[src/rtl/mcpu_pkg.sv]
package mcpu_pkg;

  localparam int SEL_W   = 4;
  localparam int UADDR_W = 8;
  localparam int UWORD_W = 32;

  typedef enum logic [1:0] {
    ALU_ADD  = 2'd0,
    ALU_AND  = 2'd1,
    ALU_PASS = 2'd2,
    ALU_INV  = 2'd3
  } alu_op_e;

  typedef enum logic [1:0] {
    SH_NONE  = 2'd0,
    SH_RIGHT = 2'd1,
    SH_LEFT  = 2'd2,
    SH_RSVD  = 2'd3
  } sh_op_e;

  typedef enum logic [1:0] {
    NXT_SEQ     = 2'd0,
    NXT_IF_NEG  = 2'd1,
    NXT_IF_ZERO = 2'd2,
    NXT_JUMP    = 2'd3
  } nxt_e;

  // packed most significant field first
  typedef struct packed {
    logic               a_from_buf;
    nxt_e               nxt;
    alu_op_e            alu;
    sh_op_e             sh;
    logic               buf_ld;
    logic               adr_ld;
    logic               rd;
    logic               wr;
    logic               reg_we;
    logic [SEL_W-1:0]   dst;
    logic [SEL_W-1:0]   bsel;
    logic [SEL_W-1:0]   asel;
    logic [UADDR_W-1:0] target;
  } uword_t;

endpackage

[src/rtl/mcpu_regfile.sv]
module mcpu_regfile #(
  parameter int DATA_W  = 16,
  parameter int NREG    = 16,
  parameter int SP_IDX  = 2,
  parameter int SP_INIT = 1024,
  parameter int K_LO    = 5,
  parameter int K_HI    = 9,
  localparam int SEL_W  = $clog2(NREG)
) (
  input  logic              clk,
  input  logic              rst,
  input  logic              we,
  input  logic [SEL_W-1:0]  wsel,
  input  logic [DATA_W-1:0] wdata,
  input  logic [SEL_W-1:0]  asel,
  input  logic [SEL_W-1:0]  bsel,
  output logic [DATA_W-1:0] adata,
  output logic [DATA_W-1:0] bdata
);

  logic [DATA_W-1:0] rf [NREG];

  function automatic logic [DATA_W-1:0] const_word(input int idx);
    case (idx - K_LO)
      0:       const_word = '0;
      1:       const_word = DATA_W'(1);
      2:       const_word = '1;
      3:       const_word = DATA_W'(12'hFFF);
      default: const_word = DATA_W'(8'hFF);
    endcase
  endfunction

  function automatic logic is_const(input logic [SEL_W-1:0] s);
    is_const = (int'(s) >= K_LO) && (int'(s) <= K_HI);
  endfunction

  for (genvar g = 0; g < NREG; g++) begin : g_reg
    if (g >= K_LO && g <= K_HI) begin : g_const
      assign rf[g] = const_word(g);
    end else begin : g_rw
      logic [DATA_W-1:0] q;
      always_ff @(posedge clk) begin
        if (rst)
          q <= (g == SP_IDX) ? SP_INIT[DATA_W-1:0] : '0;
        else if (we && wsel == SEL_W'(g))
          q <= wdata;
      end
      assign rf[g] = q;
    end
  end

  assign adata = rf[asel];
  assign bdata = rf[bsel];

  // an enabled write to a writable register lands in that register
  p_reg_write_r7: assert property (@(posedge clk) disable iff (rst)
    (we && !is_const(wsel)) |=> rf[$past(wsel)] == $past(wdata));

endmodule

[src/rtl/mcpu_alu.sv]
module mcpu_alu
  import mcpu_pkg::*;
#(
  parameter int DATA_W = 16
) (
  input  logic [DATA_W-1:0] a,
  input  logic [DATA_W-1:0] b,
  input  alu_op_e           op,
  input  sh_op_e            sh,
  output logic [DATA_W-1:0] y,
  output logic              neg,
  output logic              zero
);

  logic [DATA_W-1:0] pre;

  always_comb begin
    case (op)
      ALU_ADD:  pre = a + b;
      ALU_AND:  pre = a & b;
      ALU_PASS: pre = a;
      default:  pre = ~a;
    endcase
  end

  always_comb begin
    case (sh)
      SH_RIGHT: y = {1'b0, pre[DATA_W-1:1]};
      SH_LEFT:  y = {pre[DATA_W-2:0], 1'b0};
      default:  y = pre;
    endcase
  end

  assign neg  = pre[DATA_W-1];
  assign zero = (pre == '0);

endmodule

[src/rtl/mcpu_useq.sv]
module mcpu_useq
  import mcpu_pkg::*;
#(
  parameter int AW = UADDR_W
) (
  input  logic          clk,
  input  logic          rst,
  input  logic          adv,
  input  nxt_e          nxt,
  input  logic [AW-1:0] target,
  input  logic          neg,
  input  logic          zero,
  output logic [AW-1:0] mpc
);

  logic          take;
  logic [AW-1:0] mpc_nxt;

  always_comb begin
    case (nxt)
      NXT_IF_NEG:  take = neg;
      NXT_IF_ZERO: take = zero;
      NXT_JUMP:    take = 1'b1;
      default:     take = 1'b0;
    endcase
    mpc_nxt = take ? target : mpc + AW'(1);
  end

  always_ff @(posedge clk) begin
    if (rst)      mpc <= '0;
    else if (adv) mpc <= mpc_nxt;
  end

  // unconditional jump lands on the target
  p_jump_r8: assert property (@(posedge clk) disable iff (rst)
    (adv && nxt == NXT_JUMP) |=> mpc == $past(target));

  // sequential step adds one with wrap
  p_step_r8: assert property (@(posedge clk) disable iff (rst)
    (adv && nxt == NXT_SEQ) |=> mpc == $past(mpc) + AW'(1));

  // micro-address frozen when not advancing
  p_hold_r11: assert property (@(posedge clk) disable iff (rst)
    !adv |=> $stable(mpc));

endmodule

[src/rtl/mcpu_memif.sv]
module mcpu_memif #(
  parameter int DATA_W = 16,
  parameter int MEM_AW = 12
) (
  input  logic              clk,
  input  logic              rst,
  input  logic              rd_req,
  input  logic              wr_req,
  input  logic              buf_ld,
  input  logic              adr_ld,
  input  logic [DATA_W-1:0] res,
  input  logic [MEM_AW-1:0] bbus_lo,
  input  logic [DATA_W-1:0] rdata,
  output logic [MEM_AW-1:0] mar_q,
  output logic [DATA_W-1:0] mbr_q,
  output logic              rd_q,
  output logic              wr_q,
  output logic              halt_q,
  output logic              commit
);

  logic conflict;
  logic rd_done;

  assign conflict = rd_req && wr_req;
  assign commit   = !halt_q && !conflict;
  assign rd_done  = commit && rd_q && rd_req;

  always_ff @(posedge clk) begin
    if (rst) begin
      mar_q  <= '0;
      mbr_q  <= '0;
      rd_q   <= 1'b0;
      wr_q   <= 1'b0;
      halt_q <= 1'b0;
    end else begin
      rd_q <= commit && rd_req;
      wr_q <= commit && wr_req;
      if (!halt_q && conflict) halt_q <= 1'b1;
      if (commit && adr_ld) mar_q <= bbus_lo;
      if (rd_done)                mbr_q <= rdata;
      else if (commit && buf_ld)  mbr_q <= res;
    end
  end

  // halt is sticky
  p_halt_sticky_r11: assert property (@(posedge clk) disable iff (rst)
    halt_q |=> halt_q);

  // no strobe while halted
  p_halt_quiet_r11: assert property (@(posedge clk) disable iff (rst)
    halt_q |-> (!rd_q && !wr_q));

  // buffer unchanged once halted
  p_halt_buf_r11: assert property (@(posedge clk) disable iff (rst)
    halt_q |=> $stable(mbr_q));

  // completed read captures the read data
  p_read_done_r9: assert property (@(posedge clk) disable iff (rst)
    (commit && rd_q && rd_req) |=> mbr_q == $past(rdata));

  // a read strobe follows only a committed read request
  p_rd_strobe_r9: assert property (@(posedge clk) disable iff (rst)
    $rose(rd_q) |-> $past(rd_req && !halt_q));

endmodule

[src/rtl/mcpu_core.sv]
module mcpu_core
  import mcpu_pkg::*;
#(
  parameter int DATA_W  = 16,
  parameter int MEM_AW  = 12,
  parameter int SP_INIT = 1024
) (
  input  logic                 clk,
  input  logic                 rst,
  output logic [UADDR_W-1:0]   uaddr_o,
  input  logic [UWORD_W-1:0]   uword_i,
  output logic [MEM_AW-1:0]    mem_addr_o,
  output logic [DATA_W-1:0]    mem_wdata_o,
  input  logic [DATA_W-1:0]    mem_rdata_i,
  output logic                 mem_rd_o,
  output logic                 mem_wr_o,
  output logic                 halt_o
);

  localparam int NREG = 1 << SEL_W;

  uword_t            uw;
  logic [DATA_W-1:0] abus, bbus, a_op, res, mbr;
  logic              neg, zero, commit;

  assign uw = uword_t'(uword_i);

  mcpu_regfile #(
    .DATA_W (DATA_W),
    .NREG   (NREG),
    .SP_INIT(SP_INIT)
  ) u_rf (
    .clk  (clk),
    .rst  (rst),
    .we   (commit && uw.reg_we),
    .wsel (uw.dst),
    .wdata(res),
    .asel (uw.asel),
    .bsel (uw.bsel),
    .adata(abus),
    .bdata(bbus)
  );

  assign a_op = uw.a_from_buf ? mbr : abus;

  mcpu_alu #(.DATA_W(DATA_W)) u_alu (
    .a   (a_op),
    .b   (bbus),
    .op  (uw.alu),
    .sh  (uw.sh),
    .y   (res),
    .neg (neg),
    .zero(zero)
  );

  mcpu_useq #(.AW(UADDR_W)) u_seq (
    .clk   (clk),
    .rst   (rst),
    .adv   (commit),
    .nxt   (uw.nxt),
    .target(uw.target),
    .neg   (neg),
    .zero  (zero),
    .mpc   (uaddr_o)
  );

  mcpu_memif #(.DATA_W(DATA_W), .MEM_AW(MEM_AW)) u_mem (
    .clk    (clk),
    .rst    (rst),
    .rd_req (uw.rd),
    .wr_req (uw.wr),
    .buf_ld (uw.buf_ld),
    .adr_ld (uw.adr_ld),
    .res    (res),
    .bbus_lo(bbus[MEM_AW-1:0]),
    .rdata  (mem_rdata_i),
    .mar_q  (mem_addr_o),
    .mbr_q  (mbr),
    .rd_q   (mem_rd_o),
    .wr_q   (mem_wr_o),
    .halt_q (halt_o),
    .commit (commit)
  );

  assign mem_wdata_o = mbr;

endmodule

[config.mk]
export PLATFORM = sky130hd
export DESIGN_NAME = mcpu_core
export DESIGN_NICKNAME = d
export VERILOG_FILES = /design/src/rtl/mcpu_pkg.sv /design/src/rtl/mcpu_regfile.sv /design/src/rtl/mcpu_alu.sv /design/src/rtl/mcpu_useq.sv /design/src/rtl/mcpu_memif.sv /design/src/rtl/mcpu_core.sv
export SDC_FILE = /design/constraint.sdc
export NUM_CORES = 1
export LEC_CHECK = 0
export BUFFER_PORTS_ARGS = -buffer_cell sky130_fd_sc_hd__buf_2
export CAP_MARGIN = 20
export CORE_AREA = 2 2 271 166
export DETAILED_ROUTE_END_ITERATION = 16
export DIE_AREA = 0 0 273 168
export HOLD_SLACK_MARGIN = 0.15
export PLACE_DENSITY = 0.54
export RECOVER_POWER = 25
export SYNTH_ARGS = -nofsm -noshare
export SYNTH_HDL_FRONTEND = slang
export SYNTH_SLANG_ARGS = --single-unit
[constraint.sdc]
create_clock -name clk -period 6.9 [get_ports clk]
set_clock_uncertainty 0.15 [all_clocks]
set_input_delay 1.38 -clock clk [delete_from_list [all_inputs] [get_ports clk]]
set_output_delay 1.38 -clock clk [all_outputs]
set_load 0.03 [all_outputs]
# Yosys cells after proc, flatten, opt, wreduce, memory -nomap -nowiden
# Cells that the tools add are included.
# totals
mem_bits_ro	0
output_inout_bits	39
wordCells	82
regBits	215
in_bits	50
n_memories	0
latch_bits	0
mem_bits_rw	0
# classes
n_mux	13
order_cmp	2
div_mod_pow	0
shifts	0
n_addsub	2
eq_ne	17
multipliers	0
bitwise	4
reduce_logical	27
# ops
cell	n
$bmux 16 s4	2
$mux 16	7
$pmux 16 s3	1
$pmux 16 s2	1
$eq 4x4->1 const B	6
$logic_and 1x1->1	21
$add 16x16->16	1
$and 16x16->16	1
$logic_not 16->1	1
$not 16->16	1
$ge 5x5->1 const B	2
$not 4->5	2
$add 8x1->8 const B	1
$eq 2x2->1 const B	4
$eq 4x2->1 const B	2
$mux 8	1
$eq 2x1->1 const B	3
$eq 4x1->1 const B	1
$eq 4x3->1 const B	1
$logic_not 4->1	1
$pmux 1 s3	1
$logic_not 1->1	2
$logic_not 2->1	1
$reduce_bool 2->1	1

# Logic depth before layout (Yosys ltp)
# Gate-level depths: netlist (run 1).
# depth
depth_word	10
ltp_mapped	23
mapped_depth_nobuf	18

# Hierarchy
# Synthesis (run 1) repeated with hierarchy kept, for this count alone.
# hier_totals
cells_unflattened	1611
area_unflattened_um2	13267.7
# by_module_without_submodules
mod	area_per_inst_um2	seq_area_each_um2	instances	cells_each
mcpu_regfile	9547.9	3523.4	1	1127
mcpu_alu	1656.6	0.0	1	245
mcpu_memif	1306.3	620.6	1	157
mcpu_useq	501.7	160.2	1	63
mcpu_core	255.2	0.0	1	19

# Least setup slack after synthesis (run 1)
# Ideal clock, no wire load.
# synth_timing
kind	input to register
from	input port uword_i[12]
to	register u_rf.g_reg[11].g_rw.q[13]
setup_time_ps	70
required_ps	6680
n_path_buf	4
arrival_time_ps	6091
setup_slack_ps	588
stages	22
cell_sequence	clkbuf_1 > buf_1 > clkbuf_1 > mux4_2 > nand2_1 > o21ai_0 > nand2_1 > o21ai_0 > ha_1 > fa_1 > a21o_1 > a221oi_2 > o221ai_1 > a41o_1 > o22ai_1 > mux2i_1 > a211oi_2 > a22oi_1 > o21ai_2 > buf_4 > nand2_1 > a21oi_1
# synth_via
elab_chain_cells	7
elab_cells_between_ends	8
cone_classes	add/sub: 1; mux: 5; bitwise: 2
# synth_lines
item	line_no	rtl
start: declaration	mcpu_core.sv:11	input logic [UWORD_W-1:0] uword_i,
$not 4->5 (not written as such)	mcpu_regfile.sv:53	assign bdata = rf[bsel];
$bmux 16 s4	mcpu_regfile.sv:53	
$mux 16 (not written as such) (2 in a row)	mcpu_regfile.sv:53	
net bbus[0]	mcpu_core.sv:23	logic [DATA_W-1:0] abus, bbus, a_op, res, mbr;
$add 16x16->16	mcpu_alu.sv:19	ALU_ADD: pre = a + b;
$pmux 16 s3	mcpu_alu.sv:18	case (op)
$pmux 16 s2	mcpu_alu.sv:27	case (sh)
end signal: assignment	mcpu_regfile.sv:44	q <= (g == SP_IDX) ? SP_INIT[DATA_W-1:0] : '0;
end signal: assignment	mcpu_regfile.sv:46	q <= wdata;
end: declaration	mcpu_regfile.sv:41	logic [DATA_W-1:0] q;
# The timed path passes the listed nets, and every way through them passes these cells. The select of a mux whose other input is x is not followed.
# A chain may end at the register's enable or synchronous reset.

# Final worst setup path (run 1)
# layout_timing
from	input port uword_i[12]
to	register u_seq.mpc[2]
# layout_via
elab_chain_cells	9
elab_cells_between_ends	10
cone_classes	add/sub: 1; mux: 6; bitwise: 2; reduce/logical: 1
# layout_lines
item	line_no	rtl
$not 4->5 (not written as such) (*)	mcpu_regfile.sv:53	
$bmux 16 s4 (*)	mcpu_regfile.sv:53	
$mux 16 (not written as such) (*) (2 in a row)	mcpu_regfile.sv:53	
net bbus[6]	mcpu_core.sv:23	
$add 16x16->16 / $and 16x16->16 (equally long branches)	mcpu_alu.sv:19, mcpu_alu.sv:20	
$pmux 16 s3 (*)	mcpu_alu.sv:18	
$logic_not 16->1	mcpu_alu.sv:35	assign zero = (pre == '0);
$pmux 1 s3 (*)	mcpu_useq.sv:20	case (nxt)
$mux 8 (*)	mcpu_useq.sv:26	mpc_nxt = take ? target : mpc + AW'(1);
end signal: assignment	mcpu_useq.sv:31	else if (adv) mpc <= mpc_nxt;
end: declaration	mcpu_useq.sv:13	output logic [AW-1:0] mpc
# The timed path passes the listed nets; every way through them passes the cells marked *. The select of a mux whose other input is x is not followed.

==> summary.md, run 1 <==
| Metric | Value |
|---|---|
| Final Setup Violations | 0 |
| Core area | around 44000 sq um |
| Num ports | 89 |
| Synth Register Bits | 215 |
| Final wirelength | 55100 um |
| Setup TNS | 0 ns |
| Synth Area per Inst | 7.84 sq um |
| Most frequent cells in the layout | nand2_1 (375), dfxtp_1 (215), a21oi_1 (210), nor2_1 (155), buf_4 (86) |
| Routed vias/inst | 5.73 |
| Wire per inst | 23.7 um |
| CP Max Fanout | 17 |
| Delay-heaviest family, CP | compound AO/OA/AOI/OAI gates |
| Crit path DAT | between 6 and 7 ns |
| Fmax | between 150 and 200 MHz |
| Top cell by count, worst path | buf_4 |
| Tot Pwr | 3.38 mW |
| Slowest CP cell | mux4_2 |
| Required @ worst endpoint | 7.00 ns |
| Cell leakage power | 5.40 nW |
| Die Height | 168 um |
| 1st-pass router iterations | 11 |
| GRT overflow | 0 |
| Yosys top cell by area | dfxtp_1 |
| Worst Slack Setup Final | 0.620 ns |
| Hpwl dp | ~40000 um |
| Synth cell types | 81 |
| Post-route ant nets | 0 |
| Sequential share of the synthesized area | 33.5% |
| Post-route DRC | 0 |
| Port bufs | 88 |
| Comb power frac | 21.5% |
| CTS tree | yes |
| Crit-path max cell delay | 0.52 ns |
| Vias | between 10000 and 15000 |
| Largest net degree at the start of global routing | 81 |
| Relative slew slack | -123% |
| Sequential power share | between 30% and 40% |
| Status | finished with violations |
| Clock slew at reported path FFs | 0.07 ns |
| # fillers | between 4000 and 5000 |
| Power per cell area | 223 nW/um^2 |
| Worst skew pair latency | 0.54 ns |
| Final Hold Fails | 0 |
| Clock root cell | clkbuf_16 |
| Hold Path Class | register to register |
| Initial cell density of the core | between 20 and 30% |
| Post-synth EDFFs | 0 |
| Pre-CTS setup slack | between 0.3 and 0.4 ns |
| Cells after Synth | 1639 |
| Min cycle time layout | between 6 and 7 ns |
| Max_cap viols | 3 |
| Clock tree buffer depth | 3 |
| Syn. warnings | 0 |
| Number of global-route vias before repair | 12000 |
| Worst-Margin Slew | ~3.3 ns |
| Initial antenna violation count | 3 |
| Ranking of synthesized cells by area | dfxtp_1 (34%), nand2_1 (11%), a21oi_1 (8.2%), mux4_2 (8.1%), nor2_1 (4.6%) |
| GPL Wtd Cong | between 0.9 and 1 |
| Chip Width | 273 um |
| RSZ-0062 raised after global routing | no |
| Die footprint | approximately 46000 sq um |
| Syn_nets | 1709 |
| Tot GR Track Use | 23.2% |
| Initial drt markers | 1880 |
| Asr flop ratio synth | 0% |
| Failing checks | capacitance limit, slew limit |
| Synthesized area | 12800 sq um |
| CTS Sinks | approximately 220 |
| P&R area growth vs syn | 17.9% |
| Crit. End Element | register |
| CTS resizes | 0 |
| VDD IR max | roughly 150 uV |
| Post-CTS Hold Buffers | 0 |
| Startpoint types | input pin |
| Final Cycle Share | 91.0% |
| Post-synth top area share | 33.5% |
| Worst setup path start | uword_i[12] |
| CP Cell Sequence | buf_2 -> buf_4 -> buf_4 -> mux4_2 -> o22ai_1 -> o21ai_0 -> ha_1 -> nand4_1 -> nor2_1 -> a211oi_1 -> buf_4 -> o31ai_1 -> xor2_1 -> a211o_1 -> o31ai_4 -> buf_12 -> a21o_1 -> a31oi_1 |
| Max-slew violations | 220 |
| Inserted Clock Buffers | 22 |
| HP Start | u_mem.mar_q[11] |
| # nets final | around 1800 |
| Fraction of layout cells with a size suffix above 1 | 16.6% |
| Setup bufs post-CTS | 0 |
| Synth Flop Type | dfxtp_1 |
| NetSw | ~1.1 mW |
| Sw Share | 31.9% |
| Most common cell after layout, fill and taps aside | nand2_1 |
| P_int | 2.30 mW |
| Min Hold Slack | 0.305 ns |
| Clk pwr share | ~40% |
| Reg2reg start | u_rf.g_reg[15].g_rw.q[0] |
| CP Buf/Inv Count | 5 |
| Htree depth | 1 |
| First-pass GRT wire length | around 80000 um |
| Core Rows | 60 |
| Kind of critical path | input pin to register |
| # diodes | 0 |
per-stage QoR:
step                instances  cell area [sq um]  utilization (%)
floorplan                1639              12800                -
global placement         2270              14200             32.3
detailed placement       2272              14200             32.4
CTS                      2310              15000             34.2
global route             2320              15100             34.5
finish                   2320              15100             34.5
flip-flops by register name, summed over array words and instances (netlist names):
| register | flops |
|---|---|
| u_mem.halt_q | 1 |
| u_mem.mar_q | 12 |
| u_mem.mbr_q | 16 |
| u_mem.rd_q | 1 |
| u_mem.wr_q | 1 |
| u_rf.g.g_rw.q | 176 |
| u_seq.mpc | 8 |
synthesized netlist by cell type (all sizes together), types with 3 or more instances:
library cell and number:
a211o 4, a211oi 39, a21o 11, a21oi 214, a221o 3, a221oi 10
a222oi 16, a22oi 11, a31oi 19, a32oi 4, and2 7, and3 6
buf 44, clkbuf 94, dfxtp 215, ha 19, inv 31, mux2 16
mux2i 39, mux4 48, nand2 375, nand2b 10, nand3 26, nand3b 3
nand4 4, nor2 158, nor2b 13, nor3 19, nor3b 11, nor4 4
o211ai 12, o21ai 62, o221ai 9, o22ai 18, o31a 4, o31ai 6
or2 3, or3 12, xnor2 9, xor2 3
layout make-up:
class	count	area, sq um	area share [%]
Multi-Input combinational cell	1253	7810	51.6
Sequential cell	215	4300	28.4
Timing Repair Buffer	192	1380	9.11
Tap cell	589	737	4.87
Clock buffer	28	624	4.12
Clock inverter	10	160	1.06
Inverter	33	124	0.818
tightest hold or removal path, delay by kind of cell (launching register included):
kind / cells / cell delay, ns
AOI/OAI and AO/OA: 1 / 0.05
DFF: 1 / 0.31
and+or+nand+nor: 1 / 0.05
layer usage:
layer	routed length [um]	global-route usage, %	part of all wire, %	up-vias
li1	-	-	-	6000
met1	25600	36.1	46	6352
met2	20400	28.9	37	843
met3	7650	8.19	14	88
met4	1430	6.18	2.6	0
met5	0	0	0	-
path summary, 6_finish.rpt:
path                      to  slack, ns  cells past startpoint
max             u_seq.mpc[2]       0.62                     18
min          u_mem.mar_q[11]       0.31                      2
max reg2reg     u_seq.mpc[2]       1.66                     16
min reg2reg  u_mem.mar_q[11]       0.31                      2
power by group through the flow:
stage | registers [mW] | logic (mW) | clock network, mW
after floorplan | 1.35 | 0.401 | 0
after global placement | 1.32 | 0.699 | 0
after detailed placement | 1.32 | 0.702 | 0
after CTS | 1.30 | 0.706 | 1.36
after global routing | 1.30 | 0.765 | 1.42
final | 1.30 | 0.726 | 1.35
cell families (layout without fill, tap and decap cells):
group | count (synthesis) | after routing | share of synthesized area [%]
multiplexers | 103 | 103 | 12.9
flip-flops | 215 | 215 | 33.5
AND/OR/NAND/NOR | 657 | 657 | 21.7
buffers and inverters | 171 | 263 | 6.18
adder cells (fa/ha/maj) | 20 | 20 | 2.01
AO/OA/AOI/OAI | 461 | 461 | 22.8
XOR/XNOR | 12 | 12 | 0.877
(Power assumes the default switching activity.)
==> run 2, diff against run 1 <==
- CORE_AREA: 2 2 271 166 -> 2 2 192 119
- DIE_AREA: 0 0 273 168 -> 0 0 194 121
- PLACE_DENSITY: 0.54 -> 0.87
==> run 2 against run 1 <==
  * The flow now finishes without violations
  * Total power decreased by 0.42%
  * Maximum frequency shrank 3.5%
  * Critical path depth grew 1
  * Count of clock-buffer cells in the layout shrank 1
  * Worst setup slack got worse by 0.23 ns
  * Highest routed layer unchanged
==> summary.md, run 2 (synthesized netlist as in run 1, its figures left out) <==
| Metric | Value |
|---|---|
| Relative slew slack | about a fifth |
| Most frequent cells in the layout | nand2_1 (375), dfxtp_1 (215), a21oi_1 (211), nor2_1 (155), buf_4 (52) |
| Most flops, register | u_rf.g.g_rw.q |
| Post-route DRC | 0 |
| Cell leakage power | about 5.1 nW |
| Die footprint | 23500 sq um |
| Die Height | 121 um |
| Setup TNS | 0 ns |
| Core Rows | 42 |
| 1st-pass router iterations | 7 |
| Crit path DAT | 6.82 ns |
| Number of global-route vias before repair | 12000 |
| Clock root cell | clkbuf_16 |
| Worst-Margin Slew | 1.20 ns |
| Fin area | 14300 sq um |
| CTS tree | yes |
| Wire per inst | 24.8 um |
| Routed vias/inst | 6.90 |
| Final Cycle Share | 94.3% |
| Fraction of layout cells with a size suffix above 1 | 14.0% |
| Final Instance Count excl. Fillers | approximately 2000 |
| RSZ-0062 raised after global routing | no |
| Initial drt markers | 2510 |
| Clock tree buffer depth | 3 |
| CP Max Fanout | 30 |
| Startpoint types | input pin |
| Htree depth | 1 |
| Port bufs | 88 |
| GPL Wtd Cong | 1.03 |
| Required @ worst endpoint | roughly 7.2 ns |
| DP Cell Count | 1931 |
| Max_cap viols | 0 |
| Final wirelength | between 40000 and 50000 um |
| Hold Path Class | register to register |
| Fmax | 154 MHz |
| First-pass GRT wire length | 72900 um |
| Power per cell area | 236 nW/um^2 |
| Post-CTS Hold Buffers | 0 |
| P&R area growth vs syn | 11.1% |
| Max-slew violations | 0 |
| Clock slew at reported path FFs | roughly 0.060 ns |
| Crit. End Element | register |
| Worst skew pair latency | 0.55 ns |
| Kind of critical path | input pin to register |
| Post-route ant nets | 0 |
| Setup bufs post-CTS | 0 |
| Initial cell density of the core | 59.3% |
| Vias | 13600 |
| Final Setup Violations | 0 |
| Core area | 21700 sq um |
| VDD IR max | 229 uV |
| Inserted Clock Buffers | 22 |
| GRT overflow | 0 |
| Largest net degree at the start of global routing | 156 |
| # diodes | 0 |
| Hpwl dp | approximately 34000 um |
| Most common cell after layout, fill and taps aside | nand2_1 |
| # nets final | 1740 |
| Min cycle time layout | ~6.5 ns |
| CTS Sinks | 215 |
| Max reg flops | ~180 |
| Status | finished, final reports clean |
| Largest regs | u_rf.g.g_rw.q x176, u_mem.mbr_q x16, u_mem.mar_q x12 |
| Initial antenna violation count | 1 |
| Num ports | 89 |
| Placed cell areas | 13500 sq um |
| Tot GR Track Use | 40.4% |
| Chip Width | a little under 200 um |
| Final Hold Fails | 0 |
| CTS resizes | 0 |
run 2: changes by cell type in the layout (fill, tap and decap cells not counted), moves of 2 or more:
cell,delta
buf_4,-34
buf_8,-6
clkbuf_1,+3
buf_12,-3
buf_2,-2
bufinv_16,+2
buf_16,-4
run 2: routing by layer:
layer	part of all wire, %	routed length (um)	track usage [%]
met1	39	19000	58.1
met2	40	19500	55.3
met3	18	8560	14.8
met4	3.6	1760	14.3
met5	0	0	0
run 2: final cells by class:
type | instances | area (sq um)
Sequential cell | 215 | 4300
Tap cell | 286 | 358
Clock buffer | 27 | 599
Fill cell | 1843 | 7380
Multi-Input combinational cell | 1253 | 7800
Timing Repair Buffer | 145 | 860
Clock inverter | 12 | 230
Inverter | 33 | 124
run 2: where the power goes:
| part | internal [mW] | switching (mW) | total [mW] | leakage [nW] |
|---|---|---|---|---|
| sequential | 1.27 | 0.0297 | 1.30 | 1.74 |
| combinational | 0.208 | 0.466 | 0.674 | 2.97 |
| clock | 0.845 | 0.544 | 1.39 | 0.399 |
run 2: worst max-delay path, stage by stage:
cell and delay [ns]:
clkbuf_1 0.55, buf_12 0.30, inv_1 0.10, nor2_1 0.28
a21oi_1 0.11, o21ai_0 0.16, nand2_1 0.08, o21ai_0 0.24
ha_1 0.33, a211oi_1 0.48, o21ai_0 0.26, a211oi_1 0.63
o31ai_1 0.24, xor2_1 0.19, a211o_1 0.40, o31ai_4 0.54
buf_4 0.25, nand3_1 0.09, a31oi_1 0.18
run 2: metrics by stage:
stage	power (mW)	hold WS (ns)	util, %	worst slack (ns)
after global placement	1.96	0.292	62.3	0.276
after detailed placement	1.97	0.307	62.3	0.204
after global routing	3.44	0.343	65.9	0.275
after CTS	3.33	0.315	66.1	0.706
final	3.36	0.316	65.9	0.390
after floorplan	1.75	0.291	-	0.588
run 2: worst paths after layout:
path	start	to	slack, ns	cells past startpoint
max reg2reg	u_rf.g_reg[15].g_rw.q[0]	u_rf.g_reg[13].g_rw.q[13]	1.62	16
max	uword_i[13]	u_seq.mpc[2]	0.39	19
min	u_mem.mar_q[8]	u_mem.mar_q[8]	0.32	2
min reg2reg	u_mem.mar_q[8]	u_mem.mar_q[8]	0.32	2
